<file path="src/rtl/pinmux_pkg.sv">
// Package: shared constants and the owner encoding for the pin-function port.
// Assumes: an 8-bit register bus with a 2-bit address.
package pinmux_pkg;
    localparam int BUS_W = 8;
    localparam int ADDR_W = 2;
    localparam logic [ADDR_W-1:0] ADR_DATA = 2'd0;
    localparam logic [ADDR_W-1:0] ADR_DIR  = 2'd1;
    localparam logic [ADDR_W-1:0] ADR_IN   = 2'd2;

    typedef enum logic [1:0] {
        OWN_GPIO = 2'd0,
        OWN_SPI  = 2'd1,
        OWN_PWM  = 2'd2
    } owner_e;
endpackage

</file>
<file path="src/rtl/pin_sync.sv">
// Module: multi-stage synchronizer for the pad inputs.
// Assumes: pad inputs are asynchronous. The reset leaves the chain as it is,
// so the chain simply tracks the pins.
module pin_sync #(
    parameter int WIDTH = 4,
    parameter int STAGES = 2
) (
    input  logic             clk,
    input  logic [WIDTH-1:0] d,
    output logic [WIDTH-1:0] q
);
    logic [WIDTH-1:0] chain [STAGES];

    // Shift the pad levels through the synchronizer chain.
    always_ff @(posedge clk) begin
        chain[0] <= d;
        for (int s = 1; s < STAGES; s++) chain[s] <= chain[s-1];
    end

    assign q = chain[STAGES-1];
endmodule

</file>
<file path="src/rtl/pin_arbiter.sv">
// Module: resolves the owner of one pin (PWM over serial over GPIO) and
// drives that pin's output value and output enable.
// Assumes: the alternate-function signal and its direction are already
// chosen for this pin.
module pin_arbiter
    import pinmux_pkg::*;
(
    input  logic pwm_en,
    input  logic pwm_val,
    input  logic spi_en,
    input  logic spi_val,
    input  logic spi_drive,
    input  logic gpio_val,
    input  logic gpio_dir,
    output logic out_val,
    output logic out_en
);
    owner_e owner;

    // Choose the owner by fixed priority.
    always_comb begin
        if (pwm_en)      owner = OWN_PWM;
        else if (spi_en) owner = OWN_SPI;
        else             owner = OWN_GPIO;
    end

    // Route the owner's value and enable to the pad.
    always_comb begin
        unique case (owner)
            OWN_PWM: begin out_val = pwm_val; out_en = 1'b1;      end
            OWN_SPI: begin out_val = spi_val; out_en = spi_drive; end
            default: begin out_val = gpio_val; out_en = gpio_dir; end
        endcase
    end

    always_comb begin
        AST_PWM_WINS: assert (!pwm_en || (out_en && out_val == pwm_val));
        AST_SPI_NEXT: assert (pwm_en || !spi_en || (out_en == spi_drive && out_val == spi_val));
    end
endmodule

</file>
<file path="src/rtl/port_regs.sv">
// Module: data latch, direction mask and registered read multiplexer.
// Assumes: a single-cycle synchronous bus; only the low PINS bits exist.
module port_regs
    import pinmux_pkg::*;
#(
    parameter int PINS = 4
) (
    input  logic              clk,
    input  logic              rst_n,
    input  logic [ADDR_W-1:0] addr,
    input  logic              we,
    input  logic [BUS_W-1:0]  wdata,
    input  logic [PINS-1:0]   pins_s,
    output logic [BUS_W-1:0]  rdata,
    output logic [PINS-1:0]   data_q,
    output logic [PINS-1:0]   dir_q
);
    localparam int PAD = BUS_W - PINS;
    logic [PINS-1:0] rd_next;

    // Write the data latch and the direction mask; address 2 is read-only.
    always_ff @(posedge clk) begin
        if (!rst_n) begin
            data_q <= '0;
            dir_q  <= '0;
        end else if (we) begin
            if (addr == ADR_DATA) data_q <= wdata[PINS-1:0];
            if (addr == ADR_DIR)  dir_q  <= wdata[PINS-1:0];
        end
    end

    // Select the read value; on address 0 each direction bit picks latch or pin.
    always_comb begin
        case (addr)
            ADR_DATA: rd_next = (data_q & dir_q) | (pins_s & ~dir_q);
            ADR_DIR:  rd_next = dir_q;
            ADR_IN:   rd_next = pins_s;
            default:  rd_next = '0;
        endcase
    end

    // Register the read data.
    always_ff @(posedge clk) begin
        if (!rst_n) rdata <= '0;
        else        rdata <= {{PAD{1'b0}}, rd_next};
    end

    AST_RESET_CLEAR: assert property (@(posedge clk) !rst_n |=> (data_q == '0 && dir_q == '0));
    AST_IN_READONLY: assert property (@(posedge clk) disable iff (!rst_n)
        (we && addr == ADR_IN) |=> ($stable(data_q) && $stable(dir_q)));
    AST_UPPER_ZERO: assert property (@(posedge clk) disable iff (!rst_n)
        rdata[BUS_W-1:PINS] == '0);
    AST_LATCH_WRITE: assert property (@(posedge clk) disable iff (!rst_n)
        (we && addr == ADR_DATA) |=> data_q == $past(wdata[PINS-1:0]));
endmodule

</file>
<file path="src/rtl/pinmux_port.sv">
// Module: top of the four-pin port with prioritized function ownership.
// Assumes: serial signal order per pin is MISO, MOSI, SCK, SS for pins 0..3;
// MISO is driven in slave mode, the other three in master mode.
module pinmux_port
    import pinmux_pkg::*;
#(
    parameter int SYNC_STAGES = 2
) (
    input  logic              clk,
    input  logic              rst_n,
    input  logic [ADDR_W-1:0] bus_addr,
    input  logic              bus_we,
    input  logic [BUS_W-1:0]  bus_wdata,
    output logic [BUS_W-1:0]  bus_rdata,
    input  logic [3:0]        pwm_en,
    input  logic [3:0]        pwm_out,
    input  logic              spi_en,
    input  logic              spi_master,
    input  logic              spi_miso_o,
    input  logic              spi_mosi_o,
    input  logic              spi_sck_o,
    input  logic              spi_ss_o,
    input  logic [3:0]        pin_in,
    output logic [3:0]        pin_out,
    output logic [3:0]        pin_oe,
    output logic [3:0]        pin_sync
);
    localparam int PINS = 4;
    logic [PINS-1:0] data_q, dir_q, spi_val, spi_drv;

    // Map the serial signals and their directions onto the pins.
    always_comb begin
        spi_val = {spi_ss_o, spi_sck_o, spi_mosi_o, spi_miso_o};
        spi_drv = {spi_master, spi_master, spi_master, !spi_master};
    end

    pin_sync #(.WIDTH(PINS), .STAGES(SYNC_STAGES)) u_sync (
        .clk(clk), .d(pin_in), .q(pin_sync)
    );

    port_regs #(.PINS(PINS)) u_regs (
        .clk(clk), .rst_n(rst_n), .addr(bus_addr), .we(bus_we),
        .wdata(bus_wdata), .pins_s(pin_sync), .rdata(bus_rdata),
        .data_q(data_q), .dir_q(dir_q)
    );

    for (genvar i = 0; i < PINS; i++) begin : g_pin
        pin_arbiter u_arb (
            .pwm_en(pwm_en[i]), .pwm_val(pwm_out[i]), .spi_en(spi_en),
            .spi_val(spi_val[i]), .spi_drive(spi_drv[i]),
            .gpio_val(data_q[i]), .gpio_dir(dir_q[i]),
            .out_val(pin_out[i]), .out_en(pin_oe[i])
        );
    end

    AST_GPIO_PATH: assert property (@(posedge clk) disable iff (!rst_n)
        (pwm_en == '0 && !spi_en) |-> (pin_out == data_q && pin_oe == dir_q));
endmodule

</file>
<file path="config.mk">
export PLATFORM = sky130hd
export DESIGN_NAME = pinmux_port
export DESIGN_NICKNAME = d
export VERILOG_FILES = /design/src/rtl/pinmux_pkg.sv /design/src/rtl/pin_sync.sv /design/src/rtl/pin_arbiter.sv /design/src/rtl/port_regs.sv /design/src/rtl/pinmux_port.sv
export SDC_FILE = /design/constraint.sdc
export NUM_CORES = 1
export LEC_CHECK = 0
export BUFFER_PORTS_ARGS = -buffer_cell sky130_fd_sc_hd__buf_2
export CAP_MARGIN = 20
export CELL_PAD_IN_SITES_DETAIL_PLACEMENT = 2
export CELL_PAD_IN_SITES_GLOBAL_PLACEMENT = 2
export CORE_UTILIZATION = 24
export DETAILED_ROUTE_END_ITERATION = 12
export GPL_ROUTABILITY_DRIVEN = 0
export PLACE_DENSITY_LB_ADDON = 0.2
export SYNTH_ARGS = -nofsm -noshare
export SYNTH_HDL_FRONTEND = slang
export SYNTH_SLANG_ARGS = --single-unit
</file>
<file path="constraint.sdc">
create_clock -name clk -period 2.2 [get_ports clk]
set_input_delay 0.66 -clock clk [delete_from_list [all_inputs] [get_ports clk]]
set_output_delay 0.66 -clock clk [all_outputs]
set_load 0.005 [all_outputs]
</file>
## Yosys cells after proc, flatten, opt, wreduce, memory -nomap -nowiden

Memories as Yosys holds them, arrays and structs flattened.
Index checks and enable logic that the tools add are counted.

- Equality and inequality tests: 10
- Muxes and demuxes: 14
- Bitwise logic cells: 4
- Reduce and logical (&&, ||, !) cells: 4

Operator list:

| cell | number |
|---|---|
| 1-bit case mux with 2 select lines | 8 |
| 4-bit case mux with 3 select lines | 1 |
| 2-bit by 1-bit == test with 1-bit output, second input constant | 5 |
| 2-bit == test, second input constant | 5 |
| 4-bit bitwise AND | 2 |
| 2-bit two-way mux | 4 |
| 4-bit NOT | 1 |
| 4-bit OR | 1 |
| 2-bit AND reduction | 2 |
| 2-bit logical NOT | 1 |
| 1-bit logical NOT | 1 |
| 1-bit two-way mux | 1 |

- Bits in registers: 16
- Memory bits (writable): 8
- Output and inout bits: 20
- Word-level logic and storage cells: 37
- Memories: 1

Memories:

| name | words | width | read ports | clocked after Yosys merged registers in | wr ports | RTL line | text |
|---|---|---|---|---|---|---|---|
| u_sync.chain | 2 | 4 | 2 | 0 | 2 | pin_sync.sv:12 | `logic [WIDTH-1:0] chain [STAGES];` |

## Logic depth before layout (Yosys ltp)

Gate-level depths: netlist (run 1).

- Word-level depth: 4
- Gate-level depth with buffers: 4

## Cells and area by module

From an unflattened synthesis (run 1), not the netlist that was laid out.

- Cells, all modules: 92
- Area total of the unflattened synthesis: 904.6 µm²

Modules (own cells, without submodules):

| module | times used | cells each | area each (µm²) | seq. area each (µm²) |
|---|---|---|---|---|
| port_regs | 1 | 59 | 575.6 | 240.2 |
| pin_sync | 1 | 12 | 190.2 | 160.2 |
| pin_arbiter | 4 | 5 | 33.8 | 0.0 |
| pinmux_port | 1 | 1 | 3.8 | 0.0 |

## Worst setup path before layout (run 1)

No wires, ideal clock.

- Path type: in2out
- From: in spi_en
- To: out pin_oe[1]
- Arrival: 1321 ps
- Slack: 219 ps
- Cell stages on the path: 4
- Cell sequence: buf_2 and2_1 a211o_1 buf_4

- Word-level cells in the longest chain between the ends: 4
- Elaborated cells on any way between the ends: 5
- Classes of those cells: eq/ne: 2; mux: 3

RTL lines:

| element | RTL line | text |
|---|---|---|
| start: declaration | pinmux_port.sv:17 | `input logic spi_en,` |
| 1-bit two-way mux (*) | pin_arbiter.sv:23 | `else if (spi_en) owner = OWN_SPI;` |
| 2-bit two-way mux (*) | pin_arbiter.sv:22 | `if (pwm_en) owner = OWN_PWM;` |
| 2-bit by 1-bit == test with 1-bit output / 2-bit == test (equally long branches) | pin_arbiter.sv:29 | `unique case (owner)` |
| 1-bit case mux with 2 select lines (*) | pin_arbiter.sv:29 |  |
| end: declaration | pinmux_port.sv:25 | `output logic [3:0] pin_oe,` |

Mark *: on every way between the ends. The rest lies on a longest branch, timed or not.

## Worst setup path after layout (run 1)

Same ends and word-level chain as after synthesis.

==> implementation parameters, run 1 <==
Parameter                              Value

Status
  Status ... completed

Global routing
  Met3 Resource Use GR ... 4.05%
  First-pass GRT wire length ... around 3600 um
  Peak-usage layer in the global routing report ... met2
  Antenna violations before repair ... 0
  Met2 usage in global routing ... 21.1%
  Pin count of the biggest net entering global routing ... 14
  Congestion Overflow GR ... 0
  GR Layer Usage met1 ... 12.3%
  Overall Global Routing Usage ... 11.2%
  Vias in the first global route ... between 800 and 900

Pwr
  Clock share of power ... 36.4%
  Maximum vdd drop ... 0.360 mV
  Leak Pwr ... 0.544 nW
  Cell area power density ... approximately 670 nW/um^2
  Proportion of total power due to net switching ... 22.8%
  Share of power burned in registers ... 50.9%
  Internal power contribution ... approximately 0.00059 W
  Total design power ... between 0.0007 and 0.0008 W
  Share of power burned in combinational logic ... 12.7%
  Power spent charging and discharging nets ... between 0.00015 and 0.0002 W

Die
  Starting utilization of the core area ... 25.5%
  Die Outline Area ... 4230 sq um
  Standard cell core area ... 3740 sq um
  Floorplan row count ... 22
  Die W ... 65.0 um
  I/O pin count ... 51
  Overall die height ... approximately 65 um

STA
  Final Max Slew Viols ... 0
  Period utilization ... between 90% and 100%
  Setup Total Neg Slack ... 0 ns
  Final Hold Vio Count ... 0
  Crit path time final ... 2.03 ns
  Max Fclk ... 0.492 GHz
  Setup violation total in the final timing report ... 0
  Hold WS ... approximately 0.33 ns
  Setup repair after global routing missed its margin ... false
  Maximum clock skew at final layout ... slightly above 0.0007 ns

Final layout
  Final instance count without filler cells ... 176
  Final design area excluding fillers ... 1140 sq um
  Area of the multi-input gates ... between 400 and 500 sq um
  Antenna diode instance count ... 0
  Share of cells above drive strength 1 ... 37.5%
  Number of nets in the final layout ... 160
  Area of all sequential standard cells ... 400 sq um
  Relative area change from synthesis to final layout ... 19.3%
  Count of filler cells inserted in the layout ... 453

Critical path
  Critical-path cell list ... buf_2 -> inv_1 -> a211o_1 -> buf_2
  Required time at the endpoint of the critical path ... 1.54 ns
  Slowest cell on the critical path ... sky130_fd_sc_hd__a211o_1
  Crit path capture type ... output pin
  Worst path buffer plus inverter count ... 3
  Top cell by count, worst path ... sky130_fd_sc_hd__buf_2
  Startpoint type of the worst setup path ... primary input
  Number of cells on the critical path ... 4
  Data arrival time of the worst path ... 1.37 ns
  CP delay by family, top ... buffers and inverters
  Critical Path Fanout Max ... 7
  Reg2reg path depth ... 2
  Critical setup path kind ... primary input to output pin
  Delay of the slowest cell on the worst path ... 0.29 ns

Drt
  Routed len/inst ... 12.7 um
  DRC violations left ... 0
  Final wirelength ... 2230 um
  First drt pass iteration count ... 3
  Initial DRC count ... 10
  Vias ... 761
  Post-DRT Antenna Nets ... 0
  Vias per cell ... between 4 and 5

Clock network
  Maximum clock path buffer count ... 2
  Number of sinks driven by the clock tree ... 20
  CTS HTree Levels ... 1
  CTS tree ... yes
  Number of CTS-inserted buffers ... 3
  Clock root buffer ... sky130_fd_sc_hd__clkbuf_8
  Cts-stage hold buffer count ... 0
  Number of buffers inserted to repair setup after CTS ... 0
  Clock edge transition at the registers on the reported setup and hold paths ... 0.07 ns
  Worst-Skew Late Latency ... 0.25 ns
  Post-cts resize count ... 0

Synthesis
  Synth cell count leaders ... 20 x sky130_fd_sc_hd__dfxtp_1, 16 x sky130_fd_sc_hd__buf_4, 16 x sky130_fd_sc_hd__nand2_1, 12 x sky130_fd_sc_hd__mux2i_1, 8 x sky130_fd_sc_hd__nand2b_1
  Synthesis Warnings ... 0
  Area fraction of the dominant cell type after synthesis ... 42.0%
  Part of the Yosys area used for sequential elements ... 42.0%
  Primary flip-flop cell chosen by synthesis mapping ... sky130_fd_sc_hd__dfxtp_1
  Distinct cell type count of the synthesized netlist ... 18
  Yosys reg bits ... 20
  Synthesized instance count ... 99
  Cell type contributing the most total cell area after synthesis ... sky130_fd_sc_hd__dfxtp_1
  Library cell with the highest instance count after synthesis ... sky130_fd_sc_hd__dfxtp_1
  Share of async-settable or async-resettable flops after synthesis ... 0%
  Biggest area contributors in the synthesized netlist ... sky130_fd_sc_hd__dfxtp_1 42%, sky130_fd_sc_hd__mux2i_1 13%, sky130_fd_sc_hd__buf_4 13%, sky130_fd_sc_hd__nand2_1 6.3%, sky130_fd_sc_hd__nand2b_1 5.2%
  Post-synthesis average cell area ... 9.63 sq um
  Number of enable flip-flop cells after synthesis ... 0
  Post-Syn Area ... 953 sq um

Placed design
  Placed wire-length estimate after detailed placement ... 1860 um
  Port Buffer Count ... between 40 and 50
  Inst Count DP ... 172
  Total cell area at the placement stage ... 1080 sq um

Hold path
  Classification of the worst-slack hold path ... flip-flop to flip-flop
  Hold path depth ... 0

Run
  Max Cap Viol ... 0
==> layout make-up <==
type / count / share of cell area (%)
clock buffer: 4 / 4.84
inverter: 2 / 0.660
multi-input combinational: 60 / 35.5
sequential: 20 / 35.2
tap: 48 / 5.28
timing repair buffer: 42 / 18.5
==> sequential cells by signal (all words and copies together), names as in the netlist <==
| signal | cells |
|---|---|
| u_sync.chain | 8 |
| u_regs.data_q | 4 |
| u_regs.dir_q | 4 |
| u_regs.rdata | 4 |
==> final timing paths <==
| path | from | endpoint | slack (ns) |
|---|---|---|---|
| max | spi_en | pin_oe[1] | 0.17 |
| min reg2reg | u_sync.chain[0][0] | u_sync.chain[0][4] | 0.33 |
| max reg2reg | u_regs.data_q[2] | u_regs.rdata[2] | 1.35 |
| min | u_sync.chain[0][0] | u_sync.chain[0][4] | 0.33 |
==> logic make-up after synthesis <==
logic type	synth area share [%]
other	0.393
DFF	42.0
buffers and inverters	16.8
and+or+nand+nor	19.4
AOI/OAI and AO/OA	8.79
muxes	12.6
==> power by group through the flow <==
stage | sequential (W) | combinational [W] | clock [W]
global route | 0.000389 | 0.000110 | 0.000303
global placement | 0.000395 | 0.0000945 | 0
finish | 0.000387 | 0.0000967 | 0.000277
detailed placement | 0.000396 | 0.0000987 | 0
floorplan | 0.000393 | 0.0000764 | 0
CTS | 0.000387 | 0.0000990 | 0.000286
==> placed cells by master (no fill, tap or decap), drive strengths merged <==
cell	n
and2	1
nand3b	1
mux2i	12
o21ai	4
buf	42
dfxtp	20
nor3b	1
nor2	1
a211oi	4
nor4b	4
o21bai	1
inv	2
nand2	16
clkbuf	4
nand2b	8
a211o	3
conb	4
==> layer usage <==
layer  up-vias  part of all wire, %  wire length [um]
li1        370                    -                 -
met1       367                   42               944
met2        24                   51              1150
met3         0                  6.2               139
met4         0                    0                 0
met5         -                    0                 0
==> metrics by stage <==
| step | setup WS [ns] | util [%] |
|---|---|---|
| 4_1_cts | 0.160 | 30.4 |
| 3_3_place_gp | 0.168 | 28.9 |
| 2_1_floorplan | 0.219 | - |
| 3_5_place_dp | 0.161 | 28.9 |
| 5_1_grt | 0.111 | 30.4 |
| 6_report | 0.166 | 30.4 |
Power figures use the tool's default switching activity.
==> run 2: changes to the inputs <==
--- a/config.mk
+++ b/config.mk
@@ -5,11 +5,12 @@
 export SDC_FILE = /design/constraint.sdc
 export NUM_CORES = 1
 export LEC_CHECK = 0
+export ABC_AREA = 1
 export BUFFER_PORTS_ARGS = -buffer_cell sky130_fd_sc_hd__buf_2
 export CAP_MARGIN = 20
 export CELL_PAD_IN_SITES_DETAIL_PLACEMENT = 2
 export CELL_PAD_IN_SITES_GLOBAL_PLACEMENT = 2
-export CORE_UTILIZATION = 24
+export CORE_UTILIZATION = 22
 export DETAILED_ROUTE_END_ITERATION = 12
 export GPL_ROUTABILITY_DRIVEN = 0
 export PLACE_DENSITY_LB_ADDON = 0.2
==> run 2 against run 1 <==
Against the previous run: final cell count increased by 31%; combinational power increased by 29%; count of clock-buffer cells in the layout decreased by 1; largest power group unchanged; wire length increased by 25%.
==> implementation parameters, run 2 <==
Parameter                              Value

Status
  Status ... completed

Global routing
  Congestion Overflow GR ... 0
  Vias in the first global route ... 1094
  First-pass GRT wire length ... about 4700 um
  Antenna violations before repair ... 0
  Overall Global Routing Usage ... 12.1%
  Pin count of the biggest net entering global routing ... 11

Clock network
  Post-cts resize count ... 0
  Clock root buffer ... sky130_fd_sc_hd__clkbuf_8
  Maximum clock path buffer count ... 2
  Cts-stage hold buffer count ... 0
  Number of sinks driven by the clock tree ... 20
  Number of buffers inserted to repair setup after CTS ... 0
  CTS tree ... yes
  Worst-Skew Late Latency ... 0.25 ns
  Number of CTS-inserted buffers ... 3
  CTS HTree Levels ... 1
  Clock edge transition at the registers on the reported setup and hold paths ... 0.07 ns

Synthesis
  Part of the Yosys area used for sequential elements ... 39.8%
  Distinct cell type count of the synthesized netlist ... 15
  Library cell with the highest instance count after synthesis ... sky130_fd_sc_hd__nor2_1
  Biggest area contributors in the synthesized netlist ... sky130_fd_sc_hd__dfxtp_1 40%, sky130_fd_sc_hd__nor2_1 13%, sky130_fd_sc_hd__buf_4 12%, sky130_fd_sc_hd__nand2_1 12%, sky130_fd_sc_hd__nand3_1 6.0%
  Synth cell count leaders ... 36 x sky130_fd_sc_hd__nor2_1, 32 x sky130_fd_sc_hd__nand2_1, 20 x sky130_fd_sc_hd__dfxtp_1, 16 x sky130_fd_sc_hd__buf_4
  Post-Syn Area ... 1010 sq um
  Area fraction of the dominant cell type after synthesis ... about two fifths
  Synthesis Warnings ... 0
  Number of enable flip-flop cells after synthesis ... 0
  Synthesized instance count ... 147
  Primary flip-flop cell chosen by synthesis mapping ... sky130_fd_sc_hd__dfxtp_1
  Share of async-settable or async-resettable flops after synthesis ... 0%
  Yosys reg bits ... 20
  Post-synthesis average cell area ... between 6 and 7 sq um
  Cell type contributing the most total cell area after synthesis ... sky130_fd_sc_hd__dfxtp_1

Drt
  Routed len/inst ... 12.2 um
  Vias ... 992
  Post-DRT Antenna Nets ... 0
  First drt pass iteration count ... 4
  Initial DRC count ... 22
  Vias per cell ... 4.31
  Final wirelength ... roughly 2800 um
  DRC violations left ... 0

Die
  Standard cell core area ... 4380 sq um
  I/O pin count ... slightly above 50
  Floorplan row count ... 24
  Die W ... 69.7 um
  Overall die height ... 69.7 um
  Starting utilization of the core area ... 23.0%
  Die Outline Area ... 4850 sq um

Final layout
  Commonest cells after routing, fill and taps aside ... 42 x sky130_fd_sc_hd__buf_2, 36 x sky130_fd_sc_hd__nor2_1, 32 x sky130_fd_sc_hd__nand2_1, 20 x sky130_fd_sc_hd__dfxtp_1
  Most common cell after layout, fill and taps aside ... sky130_fd_sc_hd__buf_2
  Antenna diode instance count ... 0
  Final design area excluding fillers ... 1210 sq um
  Number of flip-flops in the largest register ... 8
  Post-Route Utilization ... around 28%
  Register bank with the most flops ... u_sync.chain
  Relative area change from synthesis to final layout ... 20.1%
  Number of nets in the final layout ... 211
  Share of cells above drive strength 1 ... between 30% and 40%

STA
  Crit path time final ... 1.96 ns
  Setup violation total in the final timing report ... 0
  Final Hold Vio Count ... 0
  Hold WS ... roughly 0.33 ns
  Period utilization ... roughly nine tenths
  Max Fclk ... 0.510 GHz
  Final Max Slew Viols ... 0
  Setup Total Neg Slack ... 0 ns
  Setup repair after global routing missed its margin ... false
  Maximum clock skew at final layout ... 0.000826 ns

Placed design
  Port Buffer Count ... 42
  Total cell area at the placement stage ... 1170 sq um
  Placed wire-length estimate after detailed placement ... 2350 um

Critical path
  Worst path buffer plus inverter count ... 3
  Top cell by count, worst path ... sky130_fd_sc_hd__buf_2
  Critical-path cell list ... buf_2 -> inv_1 -> nor2_1 -> a22oi_1 -> buf_2
  Slowest cell on the critical path ... sky130_fd_sc_hd__a22oi_1
  CP delay by family, top ... buffers and inverters
  Critical Path Fanout Max ... 5
  Startpoint type of the worst setup path ... primary input
  Crit path capture type ... output pin
  Critical setup path kind ... primary input to output pin
  Required time at the endpoint of the critical path ... 1.54 ns
  Delay of the slowest cell on the worst path ... around 0.15 ns
  Data arrival time of the worst path ... 1.30 ns

Pwr
  Leak Pwr ... 0.619 nW
  Cell area power density ... 625 nW/um^2
  Maximum vdd drop ... 0.217 mV

Hold path
  Classification of the worst-slack hold path ... flip-flop to flip-flop

Run
  Max Cap Viol ... 0
-- run 2: cell count changes in the layout (fill, tap and decap cells not counted), moves of 8 or more --
| cell | delta |
|---|---|
| sky130_fd_sc_hd__nor2_1 | +35 |
| sky130_fd_sc_hd__inv_1 | +10 |
| sky130_fd_sc_hd__mux2i_1 | -12 |
| sky130_fd_sc_hd__nand2_1 | +16 |
| sky130_fd_sc_hd__nand3_1 | +12 |
| sky130_fd_sc_hd__nand2b_1 | -8 |
-- run 2: area by class of cell --
class / count / area (sq um)
Fill cell: 555 / 3170
Multi-Input combinational cell: 99 / 440
Sequential cell: 20 / 400
Timing Repair Buffer: 42 / 210
Tap cell: 52 / 65.1
Inverter: 14 / 52.6
Clock buffer: 3 / 41.3
-- run 2: metrics by stage --
| stage | std cells | power (W) | setup WS [ns] |
|---|---|---|---|
| global route | 230 | 0.000808 | 0.152 |
| CTS | 230 | 0.000775 | 0.226 |
| finish | 230 | 0.000757 | 0.240 |
| detailed placement | 227 | 0.000531 | 0.228 |
| global placement | 227 | 0.000525 | 0.263 |
| floorplan | 150 | 0.000488 | 0.498 |
-- run 2: path summary, 6_finish.rpt --
| path | startpoint | endpoint | slack [ns] | cells after the start |
|---|---|---|---|---|
| hold / removal | u_sync.chain[0][0] | u_sync.chain[0][4] | 0.33 | 0 |
| hold reg to reg | u_sync.chain[0][0] | u_sync.chain[0][4] | 0.33 | 0 |
| setup / recovery | spi_en | pin_oe[0] | 0.24 | 5 |
| setup reg to reg | u_regs.data_q[3] | u_regs.rdata[3] | 1.38 | 6 |
-- run 2: routing by layer --
| metal | track usage, % | part of all wire, % |
|---|---|---|
| met1 | 13.4 | 41 |
| met3 | 3.63 | 4.0 |
| met4 | 2.00 | 0.46 |
| met2 | 23.1 | 54 |
| met5 | 0 | 0 |
-- run 2: logic make-up (layout without fill, tap and decap cells) --
kind of cell           count (synthesis)  in the layout  synth area share [%]
and+or+nand+nor                       87             87                  37.3
buffers and inverters                 31             59                  17.6
DFF                                   20             20                  39.8
AOI/OAI and AO/OA                      8              8                  4.97
other                                  1              4                 0.372
-- run 2: power by group --
group / internal [W] / switching, W / total [W] / leakage, nW
clock: 0.000122 / 0.000116 / 0.000237 / 0.0216
sequential: 0.000382 / 0.0000120 / 0.000394 / 0.166
combinational: 0.0000547 / 0.0000707 / 0.000125 / 0.431
-- run 2: worst register-to-register path, cell delays in order, from the launching register on --
cell and delay (ns):
sky130_fd_sc_hd__dfxtp_1 0.39, sky130_fd_sc_hd__inv_1 0.06, sky130_fd_sc_hd__nand2_1 0.05, sky130_fd_sc_hd__nand2_1 0.05
sky130_fd_sc_hd__nor2_1 0.09, sky130_fd_sc_hd__nor2_1 0.04, sky130_fd_sc_hd__nor2_1 0.08
==> run 3: changes to the inputs <==
--- a/config.mk
+++ b/config.mk
@@ -10,7 +10,7 @@
 export CAP_MARGIN = 20
 export CELL_PAD_IN_SITES_DETAIL_PLACEMENT = 2
 export CELL_PAD_IN_SITES_GLOBAL_PLACEMENT = 2
-export CORE_UTILIZATION = 22
+export CORE_UTILIZATION = 24
 export DETAILED_ROUTE_END_ITERATION = 12
 export GPL_ROUTABILITY_DRIVEN = 0
 export PLACE_DENSITY_LB_ADDON = 0.2
==> constraint.sdc (replaced) <==
create_clock -name clk -period 2.49 [get_ports clk]
set_input_delay 0.747 -clock clk [delete_from_list [all_inputs] [get_ports clk]]
set_output_delay 0.747 -clock clk [all_outputs]
set_load 0.005 [all_outputs]
==> run 3 against run 2 <==
Against the previous run: first-iteration DRC count is 27% lower; setup slack better by 0.12 ns; wire length shrank 4.4%; sequential share of layout area shrank 0.74 points; critical path depth stayed put; register-to-register slack improved by 0.31 ns; clock power rose by 38%; die area decreased by 8.1%; clock skew up 0.0061 ns; flip-flop and latch count unchanged; largest power group unchanged; highest routed layer unchanged.
==> implementation parameters, run 3 (same netlist as run 2, synthesis figures left out) <==
Parameter                              Value

Clock network
  Maximum clock path buffer count ... 2
  CTS tree ... yes
  Number of CTS-inserted buffers ... 3
  Number of sinks driven by the clock tree ... 20
  Clock edge transition at the registers on the reported setup and hold paths ... 0.07 ns
  Clock root buffer ... sky130_fd_sc_hd__clkbuf_8
  Cts-stage hold buffer count ... 0
  Worst-Skew Late Latency ... around 0.26 ns
  CTS HTree Levels ... 1
  Number of buffers inserted to repair setup after CTS ... 0
  Post-cts resize count ... 0

Final layout
  Number of flip-flops in the largest register ... 8
  Commonest cells after routing, fill and taps aside ... 42 x sky130_fd_sc_hd__buf_2, 36 x sky130_fd_sc_hd__nor2_1, 32 x sky130_fd_sc_hd__nand2_1, 20 x sky130_fd_sc_hd__dfxtp_1
  Count of filler cells inserted in the layout ... between 500 and 600
  Antenna diode instance count ... 0
  Share of cells above drive strength 1 ... 30.7%
  Most common cell after layout, fill and taps aside ... sky130_fd_sc_hd__buf_2
  Final instance count without filler cells ... 229
  Register bank with the most flops ... u_sync.chain
  Number of nets in the final layout ... between 200 and 250
  Relative area change from synthesis to final layout ... 22.9%
  Post-Route Utilization ... 30.7%

Hold path
  Classification of the worst-slack hold path ... flip-flop to flip-flop
  Startpoint of the tightest hold check path ... u_sync.chain[0][3]
  Worst Hold End ... u_sync.chain[0][7]
  Hold path depth ... 0

Die
  Starting utilization of the core area ... roughly a quarter
  Standard cell core area ... 4030 sq um
  Overall die height ... 66.8 um
  Die Outline Area ... 4460 sq um
  Die W ... ~67 um
  I/O pin count ... a little over 50
  Floorplan row count ... 23

Critical path
  Critical setup path kind ... primary input to output pin
  Top cell by count, worst path ... sky130_fd_sc_hd__buf_2
  Startpoint type of the worst setup path ... primary input
  Critical-path cell list ... buf_2 -> inv_1 -> nor2_1 -> a22oi_1 -> buf_2
  Crit path capture type ... output pin
  Reg2reg path depth ... 5
  Worst path buffer plus inverter count ... 3
  Slowest cell on the critical path ... sky130_fd_sc_hd__a22oi_1
  Critical Path Fanout Max ... 5
  Data arrival time of the worst path ... 1.38 ns
  CP delay by family, top ... buffers and inverters
  Worst reg2reg endpoint ... u_regs.rdata[3]
  Register-to-register setup slack ... 1.69 ns
  Required time at the endpoint of the critical path ... 1.74 ns
  Delay of the slowest cell on the worst path ... 0.15 ns
  Launching point of the worst reg2reg path ... u_regs.dir_q[3]

Global routing
  Overall Global Routing Usage ... between 10% and 20%
  Congestion Overflow GR ... 0
  Vias in the first global route ... 1031
  Antenna violations before repair ... 0
  First-pass GRT wire length ... 4380 um
  Pin count of the biggest net entering global routing ... 13

STA
  Max Fclk ... about 0.47 GHz
  Period utilization ... ~85%
  Setup violation total in the final timing report ... 0
  Maximum clock skew at final layout ... 0.00690 ns
  Setup Total Neg Slack ... 0 ns
  Final Max Slew Viols ... 0
  Final Hold Vio Count ... 0
  Final Worst Setup Slack ... 0.363 ns
  Crit path time final ... 2.13 ns
  Setup repair after global routing missed its margin ... false

Placed design
  Port Buffer Count ... 42
  Setup WS pre-CTS ... 0.328 ns
  Inst Count DP ... 225
  Placed wire-length estimate after detailed placement ... approximately 2300 um

Drt
  DRC violations left ... 0
  Post-DRT Antenna Nets ... 0
  Routed len/inst ... approximately 12 um
  Vias per cell ... ~4.3
  Final wirelength ... between 2000 and 3000 um
  First drt pass iteration count ... 3
  Initial DRC count ... 16
  Vias ... ~980

Run
  Max Cap Viol ... 0

Pwr
  Maximum vdd drop ... between 0.2 and 0.25 mV
  Leak Pwr ... 0.633 nW
  Cell area power density ... 633 nW/um^2

Status
  Status ... completed
## run 3: worst max path at each step
stage / start / slack, ns / endpoint / cells after the start
after floorplan: spi_en / 0.61 / pin_oe[1] / 4
after global placement: spi_en / 0.38 / pin_oe[2] / 5
after detailed placement: spi_en / 0.33 / pin_oe[0] / 5
after CTS: spi_en / 0.32 / pin_oe[0] / 5
after global routing: spi_en / 0.26 / pin_out[0] / 6
final: spi_en / 0.36 / pin_oe[0] / 5
## run 3: where the power goes
group	internal, W	switching (W)
Combinational	0.0000483	0.0000623
Sequential	0.000337	0.0000101
Clock	0.000215	0.000111
## run 3: routing by layer
layer	vias up	global-route usage [%]	wire length, um
li1	496	-	-
met1	457	14.2	1120
met2	20	25.1	1440
met3	5	3.60	98
met4	0	3.19	21
met5	-	0	0
## run 3: metrics by stage
step / power [W] / cell area, sq um / hold slack (ns)
2_1_floorplan: 0.000431 / 1020 / 0.310
3_3_place_gp: 0.000462 / 1170 / 0.310
3_5_place_dp: 0.000469 / 1170 / 0.314
4_1_cts: 0.000800 / 1240 / 0.333
5_1_grt: 0.000824 / 1240 / 0.340
6_report: 0.000784 / 1240 / 0.331
## run 3: final cells by class
cell class / count / area [sq um] / share of cell area, %
multi-input combinational: 99 / 440 / 35.6
tap: 50 / 62.6 / 5.06
clock buffer: 3 / 41.3 / 3.34
timing repair buffer: 42 / 210 / 17.0
clock inverter: 1 / 30.0 / 2.43
sequential: 20 / 400 / 32.4
inverter: 14 / 52.6 / 4.25
